===== src/rtl/gpin_pkg.sv =====
package gpin_pkg;

    localparam int REG_W  = 9;
    localparam int CTRL_W = 9;
    localparam int ICFG_W = 8;
    localparam int MA_W   = 5;

    typedef enum logic [1:0] {
        REG_CTRL = 2'd0,
        REG_IO   = 2'd1,
        REG_ICFG = 2'd2,
        REG_STAT = 2'd3
    } reg_sel_e;

    typedef enum logic [1:0] {
        DET_LEVEL = 2'd0,
        DET_RISE  = 2'd1,
        DET_FALL  = 2'd2,
        DET_BOTH  = 2'd3
    } det_mode_e;

    typedef enum logic [1:0] {
        PULL_NONE = 2'd0,
        PULL_DOWN = 2'd1,
        PULL_KEEP = 2'd2,
        PULL_UP   = 2'd3
    } pull_e;

    // Packed MSB first: oe[8], pull[7:6], drive[5:3], func[2:0]
    typedef struct packed {
        logic       oe;
        pull_e      pull;
        logic [2:0] drive;
        logic [2:0] func;
    } ctrl_t;

    // Packed MSB first: target[7:5], raw_en[4], pol[3], mode[2:1], irq_en[0]
    typedef struct packed {
        logic [2:0] target;
        logic       raw_en;
        logic       pol;
        det_mode_e  mode;
        logic       irq_en;
    } icfg_t;

    function automatic logic [MA_W-1:0] drive_to_ma(input logic [2:0] code);
        logic [MA_W-1:0] wide;
        wide = {{(MA_W-3){1'b0}}, code} + {{(MA_W-1){1'b0}}, 1'b1};
        return wide << 1;
    endfunction

    function automatic logic event_match(input det_mode_e mode, input logic pol,
                                         input logic cur, input logic prev);
        logic m;
        unique case (mode)
            DET_LEVEL: m = (cur == pol);
            DET_RISE:  m = cur & ~prev;
            DET_FALL:  m = ~cur & prev;
            DET_BOTH:  m = cur ^ prev;
            default:   m = 1'b0;
        endcase
        return m;
    endfunction

endpackage


===== src/rtl/gpin_sync.sv =====
module gpin_sync #(
    parameter int STAGES = 2
) (
    input  logic clk,
    input  logic rst,
    input  logic d_async,
    output logic q_sync
);
    localparam int LAST = STAGES - 1;

    logic [LAST:0] chain_q;

    generate
        for (genvar i = 0; i < STAGES; i++) begin : g_stage
            if (i == 0) begin : g_first
                always_ff @(posedge clk) begin
                    if (rst) chain_q[0] <= 1'b0;
                    else     chain_q[0] <= d_async;
                end
            end else begin : g_next
                always_ff @(posedge clk) begin
                    if (rst) chain_q[i] <= 1'b0;
                    else     chain_q[i] <= chain_q[i-1];
                end
            end
        end
    endgenerate

    assign q_sync = chain_q[LAST];
endmodule


===== src/rtl/gpin_regs.sv =====
module gpin_regs
    import gpin_pkg::*;
(
    input  logic             clk,
    input  logic             rst,
    input  logic             we,
    input  logic [1:0]       addr,
    input  logic [REG_W-1:0] wdata,
    input  logic             in_sync,
    input  logic             status,
    output ctrl_t            ctrl,
    output icfg_t            icfg,
    output logic             out_val,
    output logic             stat_wr,
    output logic [REG_W-1:0] rdata
);
    reg_sel_e sel;
    assign sel = reg_sel_e'(addr);

    always_ff @(posedge clk) begin
        if (rst) begin
            ctrl    <= '0;
            icfg    <= '0;
            out_val <= 1'b0;
        end else if (we) begin
            unique case (sel)
                REG_CTRL: ctrl    <= ctrl_t'(wdata[CTRL_W-1:0]);
                REG_IO:   out_val <= wdata[1];
                REG_ICFG: icfg    <= icfg_t'(wdata[ICFG_W-1:0]);
                default:  ;
            endcase
        end
    end

    assign stat_wr = we && (sel == REG_STAT);

    always_comb begin
        rdata = '0;
        unique case (sel)
            REG_CTRL: rdata[CTRL_W-1:0] = ctrl;
            REG_IO:   rdata[1:0]        = {out_val, in_sync};
            REG_ICFG: rdata[ICFG_W-1:0] = icfg;
            REG_STAT: rdata[0]          = status;
            default:  rdata             = '0;
        endcase
    end
endmodule


===== src/rtl/gpin_detect.sv =====
module gpin_detect
    import gpin_pkg::*;
#(
    parameter bit ACK_HIGH = 1'b1
) (
    input  logic  clk,
    input  logic  rst,
    input  logic  s_cur,
    input  icfg_t cfg,
    input  logic  stat_wr,
    input  logic  ack_bit,
    output logic  hit,
    output logic  status
);
    logic s_prev;
    logic ack;

    always_ff @(posedge clk) begin
        if (rst) s_prev <= 1'b0;
        else     s_prev <= s_cur;
    end

    // The previous sample always tracks, so turning raw_en on sees no stale edge.
    assign hit = cfg.raw_en && event_match(cfg.mode, cfg.pol, s_cur, s_prev);
    assign ack = stat_wr && (ack_bit == ACK_HIGH);

    always_ff @(posedge clk) begin
        if (rst)      status <= 1'b0;
        else if (hit) status <= 1'b1;
        else if (ack) status <= 1'b0;
    end
endmodule


===== src/rtl/gpin_intr_pin.sv =====
module gpin_intr_pin
    import gpin_pkg::*;
#(
    parameter bit ACK_HIGH    = 1'b1,
    parameter int SYNC_STAGES = 2
) (
    input  logic             clk,
    input  logic             rst,
    input  logic             reg_we,
    input  logic [1:0]       reg_addr,
    input  logic [REG_W-1:0] reg_wdata,
    output logic [REG_W-1:0] reg_rdata,
    input  logic             pin_in,
    output logic             pin_out,
    output logic             pin_oe,
    output logic [2:0]       func_sel,
    output logic [1:0]       pull_mode,
    output logic [MA_W-1:0]  drive_ma,
    output logic             irq_req,
    output logic [2:0]       irq_target,
    output logic             irq_status
);
    ctrl_t ctrl_q;
    icfg_t icfg_q;
    logic  out_q;
    logic  in_s;
    logic  stat_wr;
    logic  hit;
    logic  status_q;

    gpin_sync #(.STAGES(SYNC_STAGES)) u_sync (
        .clk     (clk),
        .rst     (rst),
        .d_async (pin_in),
        .q_sync  (in_s)
    );

    gpin_regs u_regs (
        .clk     (clk),
        .rst     (rst),
        .we      (reg_we),
        .addr    (reg_addr),
        .wdata   (reg_wdata),
        .in_sync (in_s),
        .status  (status_q),
        .ctrl    (ctrl_q),
        .icfg    (icfg_q),
        .out_val (out_q),
        .stat_wr (stat_wr),
        .rdata   (reg_rdata)
    );

    gpin_detect #(.ACK_HIGH(ACK_HIGH)) u_det (
        .clk     (clk),
        .rst     (rst),
        .s_cur   (in_s),
        .cfg     (icfg_q),
        .stat_wr (stat_wr),
        .ack_bit (reg_wdata[0]),
        .hit     (hit),
        .status  (status_q)
    );

    assign pin_oe     = ctrl_q.oe;
    assign pin_out    = ctrl_q.oe & out_q;
    assign func_sel   = ctrl_q.func;
    assign pull_mode  = ctrl_q.pull;
    assign drive_ma   = drive_to_ma(ctrl_q.drive);
    assign irq_req    = status_q & icfg_q.irq_en;
    assign irq_target = icfg_q.target;
    assign irq_status = status_q;
endmodule


===== config.mk =====
export PLATFORM = sky130hd
export DESIGN_NAME = gpin_intr_pin
export DESIGN_NICKNAME = d
export VERILOG_FILES = /design/src/rtl/gpin_pkg.sv /design/src/rtl/gpin_sync.sv /design/src/rtl/gpin_regs.sv /design/src/rtl/gpin_detect.sv /design/src/rtl/gpin_intr_pin.sv
export SDC_FILE = /design/constraint.sdc
export NUM_CORES = 1
export LEC_CHECK = 0
export ABC_CLOCK_PERIOD_IN_PS = 1500
export BUFFER_PORTS_ARGS = -buffer_cell sky130_fd_sc_hd__buf_2
export CELL_PAD_IN_SITES_DETAIL_PLACEMENT = 0
export CELL_PAD_IN_SITES_GLOBAL_PLACEMENT = 1
export CORE_MARGIN = 1.5
export CORE_UTILIZATION = 35
export DETAILED_ROUTE_END_ITERATION = 8
export PLACE_DENSITY = 0.79
export SYNTH_ARGS = -nofsm -noshare
export SYNTH_HDL_FRONTEND = slang
export SYNTH_SLANG_ARGS = --single-unit

===== constraint.sdc =====
create_clock -name clk -period 1.5 [get_ports clk]
set_input_delay 0.15 -clock clk [delete_from_list [all_inputs] [get_ports clk]]
set_output_delay 0.15 -clock clk [all_outputs]
set_load 0.1 [all_outputs]

---- Word level (Yosys, flattened, before mapping) ----
Index checks and enable logic that the tools add are counted.
word-level totals
  bits in latches ......................... 0
  register bits ........................... 22
  memory bits (writable) .................. 0
  memories ................................ 0
  ROM bits ................................ 0
  output and inout bits ................... 26
operators by class
  div/mod/pow operators ................... 0
  reductions and logical operators ........ 9
  shifts and indexed selects .............. 0
  order comparisons ....................... 0
  $add $sub $neg .......................... 1
  eq/ne operators ......................... 7
  bitwise logic cells ..................... 7
  $mul .................................... 0
  muxes and demuxes ....................... 7
operators with widths
  operator                                                                number
  6-bit case mux with 2 select lines                                      1
  2-bit equality test (second input constant)                             4
  1-bit case mux with 4 select lines                                      2
  2-bit AND reduction                                                     3
  3-bit by 1-bit adder with 4-bit output (second input constant)          1
  1-bit AND                                                               4
  2-bit by 1-bit equality test with 1-bit output (second input constant)  2
  2-bit zero test                                                         2
  1-bit logical AND                                                       3
  1-bit 2-to-1 mux                                                        3
  1-bit case mux with 3 select lines                                      1
  1-bit NOT                                                               2
  2-bit nonzero test                                                      1
  1-bit equality test                                                     1
  1-bit XOR                                                               1

---- Logic depth before layout (Yosys ltp) ----
Gate-level depths: netlist of run 1.
  word-level depth ........................ 5
  gate-level depth with buffers ........... 5

---- Cells and area by module ----
From an unflattened synthesis of run 1, not the netlist that was laid out.
second synthesis, totals
  cell total of the unflattened synthesis .. 124
  area total of the unflattened synthesis .. 1,216.2 um2
modules (own cells, without submodules)
  module         cells each  area an instance (um2)  instances
  gpin_regs      93          934.6                   1
  gpin_detect    19          173.9                   1
  gpin_intr_pin  8           55.1                    1
  gpin_sync      4           52.6                    1

---- Worst setup path after synthesis of run 1 ----
No wires, ideal clock.
  path type ............................... register to output
  start ................................... register u_regs.ctrl[8] in the netlist's numbering
  end ..................................... output port reg_rdata[8]
  setup slack ............................. -1.912 ns
  arrival ................................. 3.262 ns
  cell stages (with the launch flop) ...... 2
  cells stage by stage .................... dfxtp_1 > nor3b_1
between the ends
  word-level cells in the longest chain between the ends .. 1
ends and longest elaborated chain
  what                    line                 text
  start, declared         gpin_regs.sv:11      output ctrl_t ctrl,
  start signal, assigned  gpin_regs.sv:27      REG_CTRL: ctrl <= ctrl_t'(wdata[CTRL_W-1:0]);
  1-bit 2-to-1 mux        gpin_regs.sv:39      unique case (sel)
  end, declared           gpin_intr_pin.sv:12  output logic [REG_W-1:0] reg_rdata,
Every way passes these cells.

---- Final worst setup path of run 1 ----
  start ................................... register u_det.status
  end ..................................... output port reg_rdata[0]
between the ends
  word-level cells in the longest chain between the ends .. 1
ends and longest elaborated chain
  what                                line               text
  start, declared                     gpin_detect.sv:13  output logic status
  start signal, assigned              gpin_detect.sv:28  if (rst) status <= 1'b0;
  start signal, assigned              gpin_detect.sv:29  else if (hit) status <= 1'b1;
  start signal, assigned              gpin_detect.sv:30  else if (ack) status <= 1'b0;
  1-bit case mux with 4 select lines  gpin_regs.sv:39
Every way passes these cells.

==> results of run 1 <==
worst paths after layout:
| check | cells past startpoint | endpoint | start |
|---|---|---|---|
| hold reg to reg | 1 | u_sync.q_sync$_SDFF_PP0_ | u_sync.chain_q[0]$_SDFF_PP0_ |
| setup reg to reg | 5 | u_det.status$_SDFFE_PP0P_ | u_sync.q_sync$_SDFF_PP0_ |
| hold / removal | 2 | u_sync.chain_q[0]$_SDFF_PP0_ | pin_in |
| setup / recovery | 2 | reg_rdata[0] | u_det.status$_SDFFE_PP0P_ |
per-stage QoR:
step,cell area [µm²],hold slack [ns]
2_1_floorplan,1160,0.222
3_3_place_gp,1450,0.359
3_5_place_dp,1450,0.372
4_1_cts,1520,0.0484
5_1_grt,1520,0.0595
6_report,1520,0.0549
worst reg2reg max path, delay by kind of cell, from the launching register on:
kind	cells	cell delay, ns
compound gates	2	0.38
fa+ha+maj	1	0.28
buf+inv	1	0.08
flops	1	0.39
simple gates	1	0.14
where the power goes:
group          internal, mW  total, mW  switching, mW
Combinational        0.0920      0.320          0.228
Sequential            0.606      0.624         0.0177
Clock                 0.270      0.445          0.175
cells in the mapped netlist:
library cell,instances
inv_1,4
nand2b_1,2
ha_1,3
o21ai_1,1
nor2b_1,2
xor2_1,2
nand3b_1,3
buf_6,2
nor3b_1,1
and2_1,2
nor2_1,25
clkbuf_1,2
mux2i_1,25
mux4_2,1
nor3b_2,1
nand4_1,1
buf_4,10
a311oi_1,1
nand2_1,1
o2bb2ai_1,1
dfxtp_1,22
a21oi_1,1
conb_1,1
buf_2,1
o21ai_0,1
and3_1,1
layout make-up:
type,instances,area [µm²]
Multi-Input combinational cell,76,597
Tap cell,44,55.1
Timing Repair Buffer,43,357
Inverter,4,15.0
Fill cell,292,1530
Clock buffer,3,22.5
Sequential cell,22,447
Clock inverter,1,30.0
state kept, by name, indices dropped and copies added, names as in the netlist:
name / flops
u_sync.q_sync: 1
u_det.status: 1
u_sync.chain_q: 1
u_regs.ctrl: 9
u_det.s_prev: 1
u_regs.icfg: 8
u_regs.out_val: 1
cell families (layout without fill, tap and decap cells):
logic type,Yosys count,count (layout)
buf+inv,19,51
compound gates,5,5
fa+ha+maj,3,3
flops,22,22
simple gates,39,39
other cells,1,1
xor+xnor,2,2
mux,26,26
metal layers:
metal	routed length (µm)	up-vias	part of all wire, %
met3	110	2	4.6
met5	0	-	0
met1	1170	410	49
li1	-	446	-
met2	1070	26	45
met4	27	0	1.1
==> metrics.yaml, run 1 <==
route:
  viasPerCell: 4.58
  vias: 884
  antenna_left: 0
  wl_um: 2370
  drtIter0Drc: 48
  routedWlPerCell_um: 12.3
  firstDrtPassIters: 2
  drc: 0
clocking:
  postCtsSetupBuffers: 0
  postCtsResizedCells: 6
  cts_buffers: 3
  cts_hold_buf: 0
  clock_path_buffers: 2
  cts-root-buf: "clkbuf_4"
  htree_levels: 1
  cts.sinks: 22
  cts_tree: "built"
  clk_latency_ns: 0.30
  path_clk_slew_ns: 0.11
critical_path:
  cp-end-kind: "primary output"
  cp-start-kind: "flip-flop"
  crit_chain: "mux4_2, buf_6"
  path_buf_inv: 1
  path_delay_family: "multiplexers"
  slowest_delay_ns: 0.47
  worst-path-max-fanout: 4
  cp_slowest_cell: "mux4_2"
  criticalPathCategory: "reg2out"
  critPathRequiredTime_ns: 1.35
  crit_arrival_ns: 1.32
  ff2ff_setup_slack_ns: 0.18
global_routing:
  grtUsageTotal_pct: 14.6
  grt_pass1_wl_um: 3900
  grt_pass1_vias: 865
  grt_max_degree: 24
  gr-usage-met1_pct: 19.4
  antenna_found_initial: 0
  gr-total-overflow: 0
  grt.busiest_layer: "met2"
  grt_use_met3_pct: 2.18
  met2_usage_pct: 23.4
placement:
  dp_hpwl_um: 1800
  post-place-ws_ns: 0.134
  routabilityCongestion: 0.710
  io_buffers: 39
  placed_cells: 189
yosys:
  synth_cell_type_count: 26
  syn_avg_cell_area_um2: 9.57
  synth.area.mux_share_pct: 24.4
  yosys_warnings: 0
  ys_seq_area_share_pct: 39.3
  syn-cell-area_mm2: 0.00112
  synth-seq-cells: 22
  netlist_top_cells_area: "dfxtp_1 (39%), mux2i_1 (22%), nor2_1 (8.4%)"
  synthSimpleGateAreaFrac_pct: 17.0
  synthesis.nets: 135
  post-synth-top-area-fraction_pct: 39.3
  synth-adder-area-share_pct: 3.35
  synthCells: 117
  synth_top_family_by_area: "multiplexers"
  synth-xor-area-share_pct: 1.56
  synth_compound_area_share_pct: 2.91
  yosysTopAreaCell: "dfxtp_1"
floorplanning:
  fp.dieW_um: 59.6
  dieArea_mm2: 0.00355
  start_util_pct: 36.7
  core_mm2: 0.00305
  num_rows: 20
  ios: 41
  die_h_um: 59.6
pwr:
  power_density_mw_per_mm2: 912
  report.power.total_mw: 1.39
  p_leak_nw: 0.718
  vdd_ir_drop_max_mv: 0.345
layout:
  final_cells: 193
  final_util_pct: 49.9
  drive_gt1_share_pct: 44.3
  final_cell_mix: "buf_2 (28), mux2i_1 (25), nor2_1 (19)"
  antenna_cells: 0
  final_nets: 168
  area_growth_pct: 36.0
  final_common_cell: "buf_2"
sta:
  final-max-slew-violation-count: 0
  fin_skew_ns: 0.00780
  fmax_ghz: 0.678
  setup_ws_ns: 0.0252
  setup_violations: 0
  rsz0062_at_grt: "yes"
  final-hold-violation-count: 0
  setup_tns_ns: 0
  post-route-period-util_pct: 98.3
  min_period_ns: 1.47
outcome:
  status: "finished, final reports clean"
worst_hold_path:
  hp-class: "in2reg"
flow_run:
  maxCapViolCount: 0
Note: power is estimated with default switching activity, not from simulation.
==> run 2, diff against run 1 <==
MAX_ROUTING_LAYER = met4   (was default)
==> metrics.yaml, run 2 (same netlist as run 1, synthesis figures left out) <==
clocking:
  cts_buffers: 3  # unchanged
  cts.sinks: 22  # unchanged
  cts_hold_buf: 0  # unchanged
  path_clk_slew_ns: 0.11  # about the same
  cts-root-buf: "clkbuf_4"
  htree_levels: 1  # unchanged
  clk_latency_ns: 0.30  # about the same
  cts_tree: "built"
  postCtsSetupBuffers: 0  # unchanged
  clock_path_buffers: 2  # unchanged
route:
  wl_um: 2360  # -0.34%
  drc: 0  # unchanged
  antenna_left: 0  # unchanged
  viasPerCell: 4.58  # -0.11%
  routedWlPerCell_um: 12.2  # -0.34%
  drtIter0Drc: 26  # -46%
  firstDrtPassIters: 2  # unchanged
  vias: 883  # -0.11%
floorplanning:
  fp.dieW_um: 59.6  # unchanged
  dieArea_mm2: 0.00355  # unchanged
  die_h_um: 59.6  # unchanged
  ios: 41  # unchanged
  start_util_pct: 36.7  # unchanged
  num_rows: 20  # unchanged
  core_mm2: 0.00305  # unchanged
placement:
  dp_hpwl_um: 1800  # unchanged
  placed_cells: 189  # unchanged
  routabilityCongestion: 0.718  # +1.1%
  io_buffers: 39  # unchanged
layout:
  final_cells: 193  # unchanged
  reg_top3: "u_regs.ctrl (9), u_regs.icfg (8)"
  area_growth_pct: 36.0  # unchanged
  drive_gt1_share_pct: 44.3  # unchanged
  final_common_cell: "buf_2"
  largest-register: "u_regs.ctrl"
  largest_register_ff_count: 9  # unchanged
  final_cell_mix: "buf_2 (28), mux2i_1 (25), nor2_1 (19)"
  final_nets: 168  # unchanged
  antenna_cells: 0  # unchanged
global_routing:
  antenna_found_initial: 0  # unchanged
  grtUsageTotal_pct: 15.0  # +0.38 points
  grt_pass1_wl_um: 3890  # -0.18%
  grt_max_degree: 24  # unchanged
  grt_pass1_vias: 866  # +0.12%
  gr-total-overflow: 0  # unchanged
sta:
  fin_hold_ws_ns: 0.0546  # -0.000310 ns
  post-route-period-util_pct: 98.3  # about the same
  fmax_ghz: 0.678  # about the same
  setup_tns_ns: 0  # unchanged
  final-hold-violation-count: 0  # unchanged
  final-max-slew-violation-count: 0  # unchanged
  rsz0062_at_grt: "yes"
  min_period_ns: 1.48  # +0.000276 ns
  fin_skew_ns: 0.00634  # -0.00146 ns
  setup_violations: 0  # unchanged
critical_path:
  criticalPathCategory: "reg2out"
  cp_slowest_cell: "mux4_2"
  path_delay_family: "multiplexers"
  worst-path-max-fanout: 4  # unchanged
  slowest_delay_ns: 0.47  # about the same
  critPathRequiredTime_ns: 1.35  # about the same
  cp-end-kind: "primary output"
  crit_arrival_ns: 1.33  # about the same
  cp-start-kind: "flip-flop"
  crit_chain: "mux4_2, buf_6"
  path_buf_inv: 1  # unchanged
worst_hold_path:
  hp-class: "in2reg"
pwr:
  p_leak_nw: 0.718  # unchanged
  power_density_mw_per_mm2: 911  # about the same
  vdd_ir_drop_max_mv: 0.345  # about the same
outcome:
  status: "finished, final reports clean"
flow_run:
  maxCapViolCount: 0  # unchanged
[run 2: power by group]
group	internal [mW]	switching, mW
logic	0.0920	0.228
clock network	0.270	0.174
registers	0.606	0.0177
total	0.968	0.420
[run 2: worst paths after layout]
check,startpoint,end,slack [ns],cells past startpoint
setup / recovery,u_det.status$_SDFFE_PP0P_,reg_rdata[0],0.02,2
hold / removal,pin_in,u_sync.chain_q[0]$_SDFF_PP0_,0.05,2
setup reg to reg,u_sync.q_sync$_SDFF_PP0_,u_det.status$_SDFFE_PP0P_,0.18,5
hold reg to reg,u_sync.chain_q[0]$_SDFF_PP0_,u_sync.q_sync$_SDFF_PP0_,0.45,1
[run 2: cell type report]
type	instances	area, µm²
clock buffers	3	22.5
fillers	292	1530
well taps	44	55.1
repair buffers	43	357
flip-flops and latches	22	447
inverters	4	15.0
multi-input cells	76	597
clock inverters	1	30.0
[run 2: what timing repair did]
action                                  CTS  global route
endpoints found under the setup margin    4             2
resized for setup                         6             2
cloned                                    0             0
[run 2: through the flow]
stage	total power [mW]	instance area (µm²)	setup WS (ns)	util, %
2_1_floorplan	0.885	1160	-0.243	-
3_3_place_gp	0.948	1450	0.203	47.6
3_5_place_dp	0.954	1450	0.134	47.6
4_1_cts	1.41	1520	-0.0124	49.8
5_1_grt	1.44	1520	-0.00955	49.9
6_report	1.39	1520	0.0250	49.9
[run 2: layer usage]
metal,GRT usage (%),vias up,share of wire [%]
li1,-,447,-
met1,19.3,408,49
met2,23.5,26,46
met3,1.97,2,4.1
met4,6.67,0,1.0
met5,-,-,0
==> run 3, diff against run 2 <==
RECOVER_POWER = 50   (was default)
==> metrics.yaml, run 3 (same netlist as run 1, synthesis figures left out) <==
floorplanning:
  fp.dieW_um: 59.6  # unchanged
  ios: 41  # unchanged
  num_rows: 20  # unchanged
  die_h_um: 59.6  # unchanged
  start_util_pct: 36.7  # unchanged
  core_mm2: 0.00305  # unchanged
  dieArea_mm2: 0.00355  # unchanged
worst_hold_path:
  hp-class: "in2reg"
critical_path:
  cp-start-kind: "flip-flop"
  worst-path-max-fanout: 4  # unchanged
  cp-end-kind: "primary output"
  crit_arrival_ns: 1.32  # about the same
  criticalPathCategory: "reg2out"
  critPathRequiredTime_ns: 1.35  # about the same
route:
  viasPerCell: 4.56  # -0.23%
  firstDrtPassIters: 2  # unchanged
  wl_um: 2360  # -0.17%
  drc: 0  # unchanged
  antenna_left: 0  # unchanged
  routedWlPerCell_um: 12.2  # -0.17%
  drtIter0Drc: 49  # +88%
  vias: 881  # -0.23%
placement:
  placed_area_mm2: 0.00145  # unchanged
  dp_hpwl_um: 1800  # unchanged
  placed_cells: 189  # unchanged
  routabilityCongestion: 0.718  # unchanged
  io_buffers: 39  # unchanged
sta:
  post-route-period-util_pct: 98.3  # about the same
  fin_hold_ws_ns: 0.0546  # unchanged
  setup_violations: 0  # unchanged
  final-max-slew-violation-count: 0  # unchanged
  worstMarginPinSlew_ns: 1.01
  fmax_ghz: 0.678  # about the same
  slew-limit-headroom_pct: 32.9
  fin_skew_ns: 0.00634  # unchanged
  min_period_ns: 1.47  # -0.000480 ns
  rsz0062_at_grt: "yes"
  final-hold-violation-count: 0  # unchanged
pwr:
  p_int_uw: 964  # -0.36%
  p_sw_uw: 419  # -0.14%
  seqPwrFrac_pct: 45.1  # +0.2 points
  power_density_mw_per_mm2: 919  # +0.87%
  report.power.total_mw: 1.38  # -0.29%
  vdd_ir_drop_max_mv: 0.345  # about the same
  netSwitchingFraction_pct: 30.3  # +0.046 points
  power_frac_clock_pct: 32.1  # about the same
  p_leak_nw: 0.701  # -2.3%
  pwr-share-comb_pct: 22.9  # -0.2 points
global_routing:
  antenna_found_initial: 0  # unchanged
  grtUsageTotal_pct: 15.0  # unchanged
  gr-total-overflow: 0  # unchanged
  grt_max_degree: 24  # unchanged
  grt_pass1_wl_um: 3890  # unchanged
  grt_pass1_vias: 866  # unchanged
layout:
  largest-register: "u_regs.ctrl"
  final_common_cell: "buf_2"
  multi_input_area_um2: 592  # -0.84%
  postLayoutCellArea_mm2: 0.00151  # -1.2%
  reg_top3: "u_regs.ctrl (9), u_regs.icfg (8)"
  regArea_um2: 447  # unchanged
  final_util_pct: 49.3  # -0.57 points
  area_growth_pct: 34.4
  final_cell_mix: "buf_2 (26), mux2i_1 (25), nor2_1 (19)"
  drive_gt1_share_pct: 40.9  # -3.4 points
  largest_register_ff_count: 9  # unchanged
  final_nets: 168  # unchanged
  antenna_cells: 0  # unchanged
  fillerInstances: 294  # +0.68%
  final_cells: 193  # unchanged
clocking:
  postCtsResizedCells: 6  # unchanged
  cts-root-buf: "clkbuf_4"
  clock_path_buffers: 2  # unchanged
  cts_hold_buf: 0  # unchanged
  cts_buffers: 3  # unchanged
  clk_latency_ns: 0.30  # about the same
  cts.sinks: 22  # unchanged
  path_clk_slew_ns: 0.11  # about the same
  postCtsSetupBuffers: 0  # unchanged
  cts_tree: "built"
  htree_levels: 1  # unchanged
flow_run:
  maxCapViolCount: 0  # unchanged
outcome:
  status: "finished, final reports clean"
[run 3: critical path, cell delays in order, from the launching register on]
cell and delay [ns]:
dfxtp_2 0.35, mux4_2 0.47, buf_6 0.20
[run 3: area by class of cell]
type	instances	share of cell area, %
inverters	4	0.998
well taps	44	3.66
clock inverters	1	2.00
multi-input cells	76	39.3
clock buffers	3	1.50
repair buffers	43	22.9
flip-flops and latches	22	29.7
[run 3: final timing paths]
check	from	to	slack (ns)	cells after the start
worst max-delay path	u_det.status$_SDFFE_PP0P_	reg_rdata[0]	0.03	2
worst min-delay path	pin_in	u_sync.chain_q[0]$_SDFF_PP0_	0.05	2
worst max register to register	u_sync.q_sync$_SDFF_PP0_	u_det.status$_SDFFE_PP0P_	0.16	5
worst min register to register	u_sync.chain_q[0]$_SDFF_PP0_	u_sync.q_sync$_SDFF_PP0_	0.45	1
[run 3: power by group through the flow]
stage	combinational, mW	clock (mW)	sequential [mW]
2_1_floorplan	0.240	0	0.645
5_1_grt	0.333	0.475	0.627
3_5_place_dp	0.318	0	0.637
6_report	0.316	0.444	0.624
3_3_place_gp	0.314	0	0.634
4_1_cts	0.321	0.460	0.624
[run 3: per-layer routing]
| metal | GRT usage [%] | part of all wire [%] | up-vias |
|---|---|---|---|
| met5 | - | 0 | - |
| met4 | 6.67 | 1.0 | 0 |
| met3 | 1.97 | 4.2 | 2 |
| met2 | 23.5 | 46 | 26 |
| met1 | 19.3 | 49 | 406 |
| li1 | - | - | 447 |
[run 3: stage by stage]
stage | setup slack [ns] | TNS (ns)
6_report | 0.0254 | 0
5_1_grt | -0.00955 | -0.00955
4_1_cts | -0.0124 | -0.0124
3_5_place_dp | 0.134 | 0
3_3_place_gp | 0.203 | 0
2_1_floorplan | -0.243 | -0.328
